File: src/rtl/i2ch_pkg.sv
package i2ch_pkg;

    localparam int BYTE_W = 8;
    localparam int CNT_W  = $clog2(BYTE_W + 1);

    // register select
    localparam logic [1:0] A_CTL = 2'd0;
    localparam logic [1:0] A_STS = 2'd1;
    localparam logic [1:0] A_DAT = 2'd2;

    // control bits
    localparam int CTL_EN  = 7;
    localparam int CTL_IE  = 6;
    localparam int CTL_MST = 5;
    localparam int CTL_TX  = 4;
    localparam int CTL_NAK = 3;

    // status bits
    localparam int ST_BUSY = 5;
    localparam int ST_DONE = 1;
    localparam int ST_RXAK = 0;

    typedef enum logic [2:0] {
        ENG_IDLE,
        ENG_START,
        ENG_HOLD,
        ENG_BITS,
        ENG_STOP
    } eng_state_e;

    typedef struct packed {
        eng_state_e        st;
        logic [1:0]        ph;
        logic [CNT_W-1:0]  bitn;
        logic [BYTE_W-1:0] sh;
        logic              tx;
        logic              nak;
        logic              ack;
        logic              scl_low;
        logic              sda_low;
        logic [1:0]        scl_sy;
        logic [1:0]        sda_sy;
    } eng_t;

    typedef struct packed {
        logic [BYTE_W-1:0] ctl;
        logic              busy;
        logic              done;
        logic              rxak;
        logic [BYTE_W-1:0] rxd;
        logic [BYTE_W-1:0] txd;
        logic              p_start;
        logic              p_byte;
        logic              p_stop;
        logic              b_tx;
        logic              b_nak;
    } regs_t;

endpackage

File: src/rtl/i2ch_tick.sv
module i2ch_tick #(
    parameter int DIV = 16
) (
    input  logic clk,
    input  logic rst_n,
    input  logic restart,
    input  logic hold,
    output logic tick
);
    localparam int CW = (DIV > 1) ? $clog2(DIV) : 1;
    localparam logic [CW-1:0] LAST = CW'(DIV - 1);

    logic [CW-1:0] cnt_d, cnt_q;

    always_comb begin
        cnt_d = cnt_q;
        tick  = 1'b0;
        if (restart) begin
            cnt_d = '0;
        end else if (cnt_q != LAST) begin
            cnt_d = cnt_q + 1'b1;
        end else if (!hold) begin
            tick  = 1'b1;
            cnt_d = '0;
        end
    end

    always_ff @(posedge clk or negedge rst_n) begin
        if (!rst_n) cnt_q <= '0;
        else        cnt_q <= cnt_d;
    end
endmodule

File: src/rtl/i2ch_engine.sv
module i2ch_engine
    import i2ch_pkg::*;
#(
    parameter int DIV = 16
) (
    input  logic              clk,
    input  logic              rst_n,
    input  logic              req_start,
    input  logic              req_byte,
    input  logic              req_stop,
    input  logic              byte_tx,
    input  logic              byte_nak,
    input  logic [BYTE_W-1:0] byte_data,
    input  logic              scl_in,
    input  logic              sda_in,
    output logic              take_start,
    output logic              take_byte,
    output logic              take_stop,
    output logic              byte_done,
    output logic              stop_done,
    output logic              cur_tx,
    output logic              rx_ack,
    output logic [BYTE_W-1:0] rx_data,
    output logic              scl_oe,
    output logic              sda_oe
);
    localparam logic [CNT_W-1:0] LAST_BIT = CNT_W'(BYTE_W);

    eng_t r_q, r_d;
    logic tick, hold, restart, scl_s, sda_s;

    assign scl_s   = r_q.scl_sy[1];
    assign sda_s   = r_q.sda_sy[1];
    assign hold    = !r_q.scl_low && !scl_s;   // target stretching SCL
    assign restart = take_start || take_byte || take_stop;

    i2ch_tick #(.DIV(DIV)) tick_i (
        .clk    (clk),
        .rst_n  (rst_n),
        .restart(restart),
        .hold   (hold),
        .tick   (tick)
    );

    always_comb begin
        r_d        = r_q;
        take_start = 1'b0;
        take_byte  = 1'b0;
        take_stop  = 1'b0;
        byte_done  = 1'b0;
        stop_done  = 1'b0;
        r_d.scl_sy = {r_q.scl_sy[0], scl_in};
        r_d.sda_sy = {r_q.sda_sy[0], sda_in};

        unique case (r_q.st)
            ENG_IDLE: begin
                if (req_start) begin
                    take_start  = 1'b1;
                    r_d.st      = ENG_START;
                    r_d.ph      = 2'd0;
                    r_d.scl_low = 1'b0;
                    r_d.sda_low = 1'b0;
                end
            end
            ENG_START: begin
                if (tick) begin
                    if (r_q.ph == 2'd0) begin
                        r_d.sda_low = 1'b1;
                        r_d.ph      = 2'd1;
                    end else begin
                        r_d.scl_low = 1'b1;
                        r_d.st      = ENG_HOLD;
                    end
                end
            end
            ENG_HOLD: begin
                if (req_byte) begin
                    take_byte = 1'b1;
                    r_d.st    = ENG_BITS;
                    r_d.ph    = 2'd0;
                    r_d.bitn  = '0;
                    r_d.sh    = byte_data;
                    r_d.tx    = byte_tx;
                    r_d.nak   = byte_nak;
                end else if (req_stop) begin
                    take_stop   = 1'b1;
                    r_d.st      = ENG_STOP;
                    r_d.ph      = 2'd0;
                    r_d.sda_low = 1'b1;
                end
            end
            ENG_BITS: begin
                if (tick) begin
                    unique case (r_q.ph)
                        2'd0: begin
                            if (r_q.bitn == LAST_BIT)
                                r_d.sda_low = !r_q.tx && !r_q.nak;
                            else
                                r_d.sda_low = r_q.tx && !r_q.sh[BYTE_W-1];
                            r_d.ph = 2'd1;
                        end
                        2'd1: begin
                            r_d.scl_low = 1'b0;
                            r_d.ph      = 2'd2;
                        end
                        2'd2: begin
                            if (r_q.bitn == LAST_BIT) begin
                                if (r_q.tx) r_d.ack = sda_s;
                            end else begin
                                r_d.sh = {r_q.sh[BYTE_W-2:0], sda_s};
                            end
                            r_d.ph = 2'd3;
                        end
                        default: begin
                            r_d.scl_low = 1'b1;
                            if (r_q.bitn == LAST_BIT) begin
                                r_d.st    = ENG_HOLD;
                                byte_done = 1'b1;
                            end else begin
                                r_d.bitn = r_q.bitn + 1'b1;
                                r_d.ph   = 2'd0;
                            end
                        end
                    endcase
                end
            end
            ENG_STOP: begin
                if (tick) begin
                    if (r_q.ph == 2'd0) begin
                        r_d.scl_low = 1'b0;
                        r_d.ph      = 2'd1;
                    end else begin
                        r_d.sda_low = 1'b0;
                        r_d.st      = ENG_IDLE;
                        stop_done   = 1'b1;
                    end
                end
            end
            default: r_d.st = ENG_IDLE;
        endcase
    end

    always_ff @(posedge clk or negedge rst_n) begin
        if (!rst_n) begin
            r_q         <= '0;
            r_q.st      <= ENG_IDLE;
            r_q.scl_sy  <= 2'b11;
            r_q.sda_sy  <= 2'b11;
        end else begin
            r_q <= r_d;
        end
    end

    assign scl_oe  = r_q.scl_low;
    assign sda_oe  = r_q.sda_low;
    assign rx_data = r_q.sh;
    assign rx_ack  = r_q.ack;
    assign cur_tx  = r_q.tx;

    // with SCL released on both sides of an edge, SDA only moves in START/STOP
    a_r11_sda_quiet_scl_high: assert property (@(posedge clk) disable iff (!rst_n)
        (!r_q.scl_low && !$past(r_q.scl_low) && (r_q.sda_low != $past(r_q.sda_low)))
        |-> ($past(r_q.st) == ENG_START || $past(r_q.st) == ENG_STOP));

    // a byte shift only begins from the SCL-held-low wait state
    a_r3_byte_from_hold: assert property (@(posedge clk) disable iff (!rst_n)
        (r_q.st == ENG_BITS && $past(r_q.st) != ENG_BITS) |-> ($past(r_q.st) == ENG_HOLD));
endmodule

File: src/rtl/i2ch_top.sv
module i2ch_top
    import i2ch_pkg::*;
#(
    parameter int CLK_DIV = 16
) (
    input  logic        clk,
    input  logic        rst_n,
    input  logic        bus_wr,
    input  logic        bus_rd,
    input  logic [1:0]  bus_addr,
    input  logic [7:0]  bus_wdata,
    output logic [7:0]  bus_rdata,
    output logic        irq,
    input  logic        scl_in,
    input  logic        sda_in,
    output logic        scl_oe,
    output logic        sda_oe
);
    regs_t r_q, r_d;

    logic take_start, take_byte, take_stop, byte_done, stop_done;
    logic cur_tx, eng_ack;
    logic [BYTE_W-1:0] eng_rx;
    logic wr_ctl, wr_sts, wr_dat, rd_dat, can_run;

    i2ch_engine #(.DIV(CLK_DIV)) eng_i (
        .clk       (clk),
        .rst_n     (rst_n),
        .req_start (r_q.p_start),
        .req_byte  (r_q.p_byte),
        .req_stop  (r_q.p_stop),
        .byte_tx   (r_q.b_tx),
        .byte_nak  (r_q.b_nak),
        .byte_data (r_q.txd),
        .scl_in    (scl_in),
        .sda_in    (sda_in),
        .take_start(take_start),
        .take_byte (take_byte),
        .take_stop (take_stop),
        .byte_done (byte_done),
        .stop_done (stop_done),
        .cur_tx    (cur_tx),
        .rx_ack    (eng_ack),
        .rx_data   (eng_rx),
        .scl_oe    (scl_oe),
        .sda_oe    (sda_oe)
    );

    assign wr_ctl  = bus_wr && (bus_addr == A_CTL);
    assign wr_sts  = bus_wr && (bus_addr == A_STS);
    assign wr_dat  = bus_wr && (bus_addr == A_DAT);
    assign rd_dat  = bus_rd && (bus_addr == A_DAT);
    assign can_run = r_q.ctl[CTL_EN] && r_q.ctl[CTL_MST] && r_q.busy;

    always_comb begin
        r_d = r_q;

        if (take_start) r_d.p_start = 1'b0;
        if (take_byte)  r_d.p_byte  = 1'b0;
        if (take_stop)  r_d.p_stop  = 1'b0;
        if (stop_done)  r_d.busy    = 1'b0;

        if (wr_sts) r_d.done = r_q.done & bus_wdata[ST_DONE];

        if (byte_done) begin
            r_d.done = 1'b1;
            r_d.rxak = eng_ack;
            if (!cur_tx) r_d.rxd = eng_rx;
        end

        if (wr_ctl) begin
            r_d.ctl = {bus_wdata[7:3], 3'b000};
            if (bus_wdata[CTL_EN] && bus_wdata[CTL_MST] && !r_q.ctl[CTL_MST] && !r_q.busy) begin
                r_d.p_start = 1'b1;
                r_d.busy    = 1'b1;
            end
            if (r_q.ctl[CTL_MST] && !bus_wdata[CTL_MST] && r_q.busy)
                r_d.p_stop = 1'b1;
        end

        if (wr_dat && can_run && r_q.ctl[CTL_TX]) begin
            r_d.p_byte = 1'b1;
            r_d.txd    = bus_wdata;
            r_d.b_tx   = 1'b1;
            r_d.b_nak  = 1'b0;
        end

        if (rd_dat && can_run && !r_q.ctl[CTL_TX]) begin
            r_d.p_byte = 1'b1;
            r_d.b_tx   = 1'b0;
            r_d.b_nak  = r_q.ctl[CTL_NAK];
        end
    end

    always_ff @(posedge clk or negedge rst_n) begin
        if (!rst_n) r_q <= '0;
        else        r_q <= r_d;
    end

    always_comb begin
        unique case (bus_addr)
            A_CTL:   bus_rdata = r_q.ctl;
            A_STS:   bus_rdata = {2'b00, r_q.busy, 3'b000, r_q.done, r_q.rxak};
            A_DAT:   bus_rdata = r_q.rxd;
            default: bus_rdata = 8'h00;
        endcase
    end

    assign irq = r_q.done && r_q.ctl[CTL_IE];

    // busy only rises after a control write that enables host mode
    a_r2_busy_from_ctl: assert property (@(posedge clk) disable iff (!rst_n)
        $rose(r_q.busy) |-> $past(wr_ctl && bus_wdata[CTL_EN] && bus_wdata[CTL_MST]));

    // the done flag is raised only by a completed byte in the engine
    a_r4_done_from_engine: assert property (@(posedge clk) disable iff (!rst_n)
        $rose(r_q.done) |-> $past(byte_done));

    // busy drops only when the engine finishes a STOP
    a_r9_busy_ends_at_stop: assert property (@(posedge clk) disable iff (!rst_n)
        $fell(r_q.busy) |-> $past(stop_done));

    // a byte is only queued while enabled and in host mode
    a_r10_launch_needs_host: assert property (@(posedge clk) disable iff (!rst_n)
        $rose(r_q.p_byte) |-> $past(r_q.ctl[CTL_MST] && r_q.ctl[CTL_EN]));
endmodule

File: config.mk
export PLATFORM = sky130hd
export DESIGN_NAME = i2ch_top
export DESIGN_NICKNAME = d
export VERILOG_FILES = /design/src/rtl/i2ch_pkg.sv /design/src/rtl/i2ch_tick.sv /design/src/rtl/i2ch_engine.sv /design/src/rtl/i2ch_top.sv
export SDC_FILE = /design/constraint.sdc
export NUM_CORES = 1
export LEC_CHECK = 0
export CORE_ASPECT_RATIO = 1.75
export CORE_MARGIN = 5
export CORE_UTILIZATION = 57
export DETAILED_ROUTE_END_ITERATION = 8
export DONT_BUFFER_PORTS = 1
export PLACE_DENSITY = 0.75
export SLEW_MARGIN = 20
export SYNTH_ARGS = -nofsm -noshare
export SYNTH_HDL_FRONTEND = slang
export SYNTH_HIERARCHICAL = 1
export SYNTH_SLANG_ARGS = --single-unit
export TNS_END_PERCENT = 5
File: constraint.sdc
create_clock -name clk -period 2.8 [get_ports clk]
set_input_delay 0.56 -clock clk [delete_from_list [all_inputs] [get_ports clk]]
set_output_delay 0.56 -clock clk [all_outputs]
set_load 0.1 [all_outputs]
* Word level (Yosys, flattened, before mapping)
Cells that the tools add are included.
Word-level totals: output and inout port bits 11, bits of input ports 16, register bits 59
Operators by class: muxes and demuxes 73, equality and inequality tests 30, reduce and logical (&&, ||, !) cells 50, add/sub/neg operators 2, bitwise operators 2
Operators by type and width (number):
- 1-bit two-way mux | 38
- 5-bit two-way mux | 5
- 8-bit two-way mux | 3
- 12-bit case mux with 2 select lines | 1
- 8-bit case mux with 3 select lines | 1
- 2-bit inequality test (second input constant) | 10
- 1-bit logical AND | 19
- 17-bit two-way mux | 1
- 4-bit two-way mux | 4
- 3-bit case mux with 5 select lines | 1
- 5-bit AND reduction | 3
- 14-bit two-way mux | 1
- 2-bit two-way mux | 7
- 2-bit by 1-bit inequality test with 1-bit output (second input constant) | 7
- 3-bit two-way mux | 4
- 10-bit two-way mux | 1
- 2-bit case mux with 5 select lines | 1
- 10-bit AND reduction | 1
- 1-bit zero test | 9
- 9-bit AND reduction | 1
- 4-bit by 1-bit adder with 4-bit output (second input constant) | 2
- 8-bit AND reduction | 1
- 7-bit AND reduction | 1
- 3-bit by 2-bit == test with 1-bit output (second input constant) | 2
- 26 further kinds | 33

* Logic depth before layout (Yosys ltp)
depth in word-level cells 10, depth in mapped cells 10, gate-level depth less buffers 9

* Cells and area by module
Netlist, hierarchy kept.
Modules (own cells, without submodules):
- i2ch_engine | cells an instance 173, area an instance 1629.1 um^2, instances 1
- i2ch_top | cells an instance 102, area an instance 1330.0 um^2, instances 1
- i2ch_tick | cells an instance 23, area an instance 229.0 um^2, instances 1

* Least setup slack after synthesis
Ideal clock, no wire load.
path type input-to-output, start point in bus_addr[0], end point out bus_rdata[5], required time 2.240 ns, setup slack -0.653 ns, buffers on the path 1, arrival time 2.893 ns, stages on the path 3, path through buf_6 -> mux2i_1 -> o21ai_0
On the way: longest elaborated chain between the ends 2
Ends and longest elaborated chain:
- start: declaration | line i2ch_top.sv:10 | input logic [1:0] bus_addr,
- 2-bit == test, or another cell as far along | line i2ch_top.sv:101 | unique case (bus_addr)
- 8-bit case mux with 3 select lines (*) | line i2ch_top.sv:101
- end: declaration | line i2ch_top.sv:12 | output logic [7:0] bus_rdata,
Mark *: on every way between the ends. The rest lies on a longest branch, timed or not.

==> out/summary.md <==
The flow ran to the end, and the final reports show no timing, DRC or antenna violations. The synthesized netlist net count was 321; the die boundary height was 109 um. In this run the standard cell core region covers 0.00550 mm^2.

TritonCTS built the clock tree. The clock root buffer is clkbuf_8. Clock latency on the worst-skew pair, taken at its later pin, is 0.34 ns. For the net total in the final layout, the log shows 329.

The die covers 0.00725 mm^2. Once detailed placement completed, the half-perimeter wirelength came to 4970 um. Walking the worst path, the cells encountered are mux2_2, a21o_1, nor3_1, nand2_1, nor3_1, nor2b_1, buf_4, mux2_2. The number of antenna violations at the first check in global routing was 0; the ratio of total power to cell area was 865 mW/mm^2. Global routing finished with a remaining overflow of 0.

The run gives 0.563 mV as the maximum resistive drop on vdd. The run gives 453 as the count of filler cells inserted in the layout. STA classifies the critical path startpoint as a flip-flop.

The number of top-level pins came out at 27. The number of setup buffers added after CTS is 0. Using the TritonRoute via totals, the vias-per-cell ratio works out to 5.85.

The final cell area excluding filler cells was 0.00352 mm^2; the count of antenna-violating nets left after detailed routing was 0. After synthesis the netlist holds a flip-flop and latch count of 59. Setup slack on the worst reg-to-reg path comes out at 0.25 ns. On the worst path, the slowest cell contributes a delay of 0.38 ns. The commonest cells after synthesis are dfrtp_1 (55), nand2_1 (26), mux2_2 (25), nor2_1 (24), buf_4 (14). Setup violations remaining at the end of the flow were counted as 0. The number of buffers created by CTS came out at 9.

For the via count of the first global-routing pass, the log shows 2330. Cells fill 64.1% of the core in the end. The clock passes through at most 2 buffers. The detailed router placed 2263 vias in this run. In this run the cell area of the synthesized design comes to 0.00319 mm^2.

The dominant cell by count in the synthesized netlist was dfrtp_1. The async set-reset flop share out of synthesis was 100%; the area share of the largest cell type after synthesis was 43.2%. Setup repair after global routing left no endpoint under its margin. Data arrives at the worst endpoint at 2.77 ns. The tools report the count of pins over their slew limit as 0.

For the worst setup path, the data required time is 3.02 ns. In this run, placement finished with an instance count of 370. Compared with the post-synthesis result, the final layout area differs by 10.5%.

Maximum fanout count along the critical path: 8. The dominant cell type by area after synthesis was dfrtp_1. The number of different library cells in the post-synthesis netlist is 60, and the count of routing violations after the opening detailed-route iteration is 159. The pin slew with the least headroom to its limit works out to 0.888 ns. The horizontal die dimension came out at 66.5 um. Once the floorplan was initialized, standard cells occupied 58.0% of the core. The min-delay analysis places its worst path in the category in2async. For this run, the register share of the synthesized area comes to 46.5%. The run gives 40.8% as the worst max-slew margin expressed relative to the limit. In the final routed layout, each cell accounts on average for 18.1 um. The tools report the total power of the final layout as 3.05 mW.

The category of the worst setup path capture point was a flip-flop. After floorplanning, the core was divided into 36 placement rows. Hold slack: 0.0602 ns.

In the global route stage, overall resource usage came out at 21.8%. The clock sink count came out at 59. Yosys attributes the largest share of cell area to dfrtp_1 (43%), mux2_2 (8.8%), buf_4 (3.3%). The clock period could shrink to 2.55 ns. Cells with a size suffix above 1 make up 27.7% of the layout. The number of antenna diodes came out at 0. During synthesis, Yosys emitted a total of 6 warnings. The slowest stage of the critical path is the dfrtp_1 cell.

The count of flip-flops with a built-in enable after synthesis works out to 0. Excluding fillers, the count of instances in the completed layout stands at 387. The critical path start-end classification is reg2reg. The cell leakage power was 1.60 nW; the final cycle utilization of the critical path was 91.1%. After detailed routing, the total wire length is 7000 um. The congestion estimate from routability-driven global placement came to 0.868.

After clock tree synthesis, the clock-pin slew on the worst setup and hold paths is 0.07 ns. The clock tree synthesis step divided the H-tree into 3 levels. For this run, design rule violations remaining after detail routing come to 0. The final-report hold violation count is 0, and the wire length of the first global-routing pass is 11500 um. Synthesis produced a netlist whose cell count is 298.

The clock arrives with 0.00954 ns of skew. The most used flip-flop cell after synthesis is dfrtp_1. Averaged over all synthesized cells, the footprint is 10.7 um^2. The logs give 0 for the max-capacitance violation count and 56 for the largest net degree at the start of global routing. The post-place instance area is 0.00327 mm^2, and the number of iterations in the first detailed-routing pass is 4. For the upper clock frequency limit, the log shows 392 MHz. Input and output buffers added on the ports amount to 0.
metrics by stage:
stage          setup TNS, ns  setup WS [ns]
2_1_floorplan          -1.10         -0.138
3_3_place_gp               0          0.334
3_5_place_dp               0          0.274
4_1_cts                    0          0.244
5_1_grt                    0         0.0658
6_report                   0          0.250
cells in the final DEF (no fill, tap or decap), types with 5 or more instances in the layout:
cell | Yosys | final
ha_1 | 7 | 7
o21ai_0 | 9 | 8
a21oi_1 | 9 | 9
a31oi_1 | 9 | 9
nor3_1 | 6 | 6
mux2_2 | 25 | 25
nand3_1 | 11 | 11
nor2_2 | 1 | 5
clkbuf_8 | 0 | 10
buf_4 | 14 | 17
nor2b_1 | 7 | 7
nor2_1 | 24 | 20
dfrtp_1 | 55 | 55
inv_1 | 13 | 13
nand2_1 | 26 | 26
mux2i_1 | 7 | 7
path summary, 6_finish.rpt:
check | from | endpoint | cells past startpoint
hold / removal | rst_n | eng_i/r_q[1]$_DFF_PN1_ | 0
setup / recovery | eng_i/r_q[24]$_DFFE_PN0P_ | r_q[15]$_DFFE_PN0P_ | 8
hold reg to reg | eng_i/r_d[3]$_DFF_PN1_ | eng_i/r_q[3]$_DFF_PN1_ | 0
max in group asynchronous | rst_n | eng_i/r_q[25]$_DFFE_PN0P_ | 1
min in group clk | sda_in | eng_i/r_d[1]$_DFF_PN1_ | 0
setup reg to reg | eng_i/r_q[24]$_DFFE_PN0P_ | r_q[15]$_DFFE_PN0P_ | 8
state kept, by name, indices dropped and copies added (netlist names):
register and flops:
r_q 29, eng_i/r_q 12, eng_i/rx_data 8, eng_i/tick_i/cnt_q 4
eng_i/r_d 2, eng_i/cur_tx 1, eng_i/rx_ack 1, eng_i/scl_oe 1
eng_i/sda_oe 1
metal layers:
metal  global-route usage, %  wire [um]  share of wire [%]  vias to the layer above
met2                    38.7       3940                 56                       56
met1                    24.1       2580                 37                     1123
met4                    11.0        204                2.9                        0
li1                        -          -                  -                     1071
met5                       0          0                  0                        -
met3                    4.33        271                3.9                       13
critical path: cells and delay by family (launching register included):
| kind | cells | cell delay (ns) |
|---|---|---|
| flip-flops | 1 | 0.38 |
| buffers and inverters | 1 | 0.17 |
| multiplexers | 2 | 0.70 |
| AND/OR/NAND/NOR | 4 | 0.92 |
| AO/OA/AOI/OAI | 1 | 0.25 |
what timing repair did:
action                                  in CTS  in global routing
endpoints found under the setup margin       0                  0
hold buffers                                 1                  0
hold endpoints to repair                    55                  0
gates resized for setup                      0                  0
logic make-up (layout without fill, tap and decap cells):
| family | count (synthesis) | in the layout | share of synthesized area, % |
|---|---|---|---|
| AO/OA/AOI/OAI | 51 | 51 | 12.1 |
| XOR/XNOR | 2 | 2 | 0.550 |
| adder cells (fa/ha/maj) | 7 | 7 | 2.75 |
| buffers and inverters | 34 | 47 | 6.44 |
| flip-flops | 59 | 59 | 46.5 |
| multiplexers | 35 | 35 | 12.2 |
| AND/OR/NAND/NOR | 110 | 110 | 19.5 |
power breakdown:
part / switching (mW) / leakage (nW) / internal [mW] / total, mW
Clock: 0.347 / 0.108 / 0.525 / 0.872
Combinational: 0.504 / 0.742 / 0.361 / 0.865
Sequential: 0.253 / 0.747 / 1.06 / 1.31
area by class of cell:
cell class	instances	area (um^2)	share of cell area, %
repair buffers	18	155	4.40
multi-input cells	205	1520	43.0
well taps	76	95.1	2.70
clock inverters	6	88.8	2.52
clock buffers	10	138	3.91
inverters	13	48.8	1.39
flip-flops and latches	59	1480	42.1
Note: power is estimated with default switching activity, not from simulation.
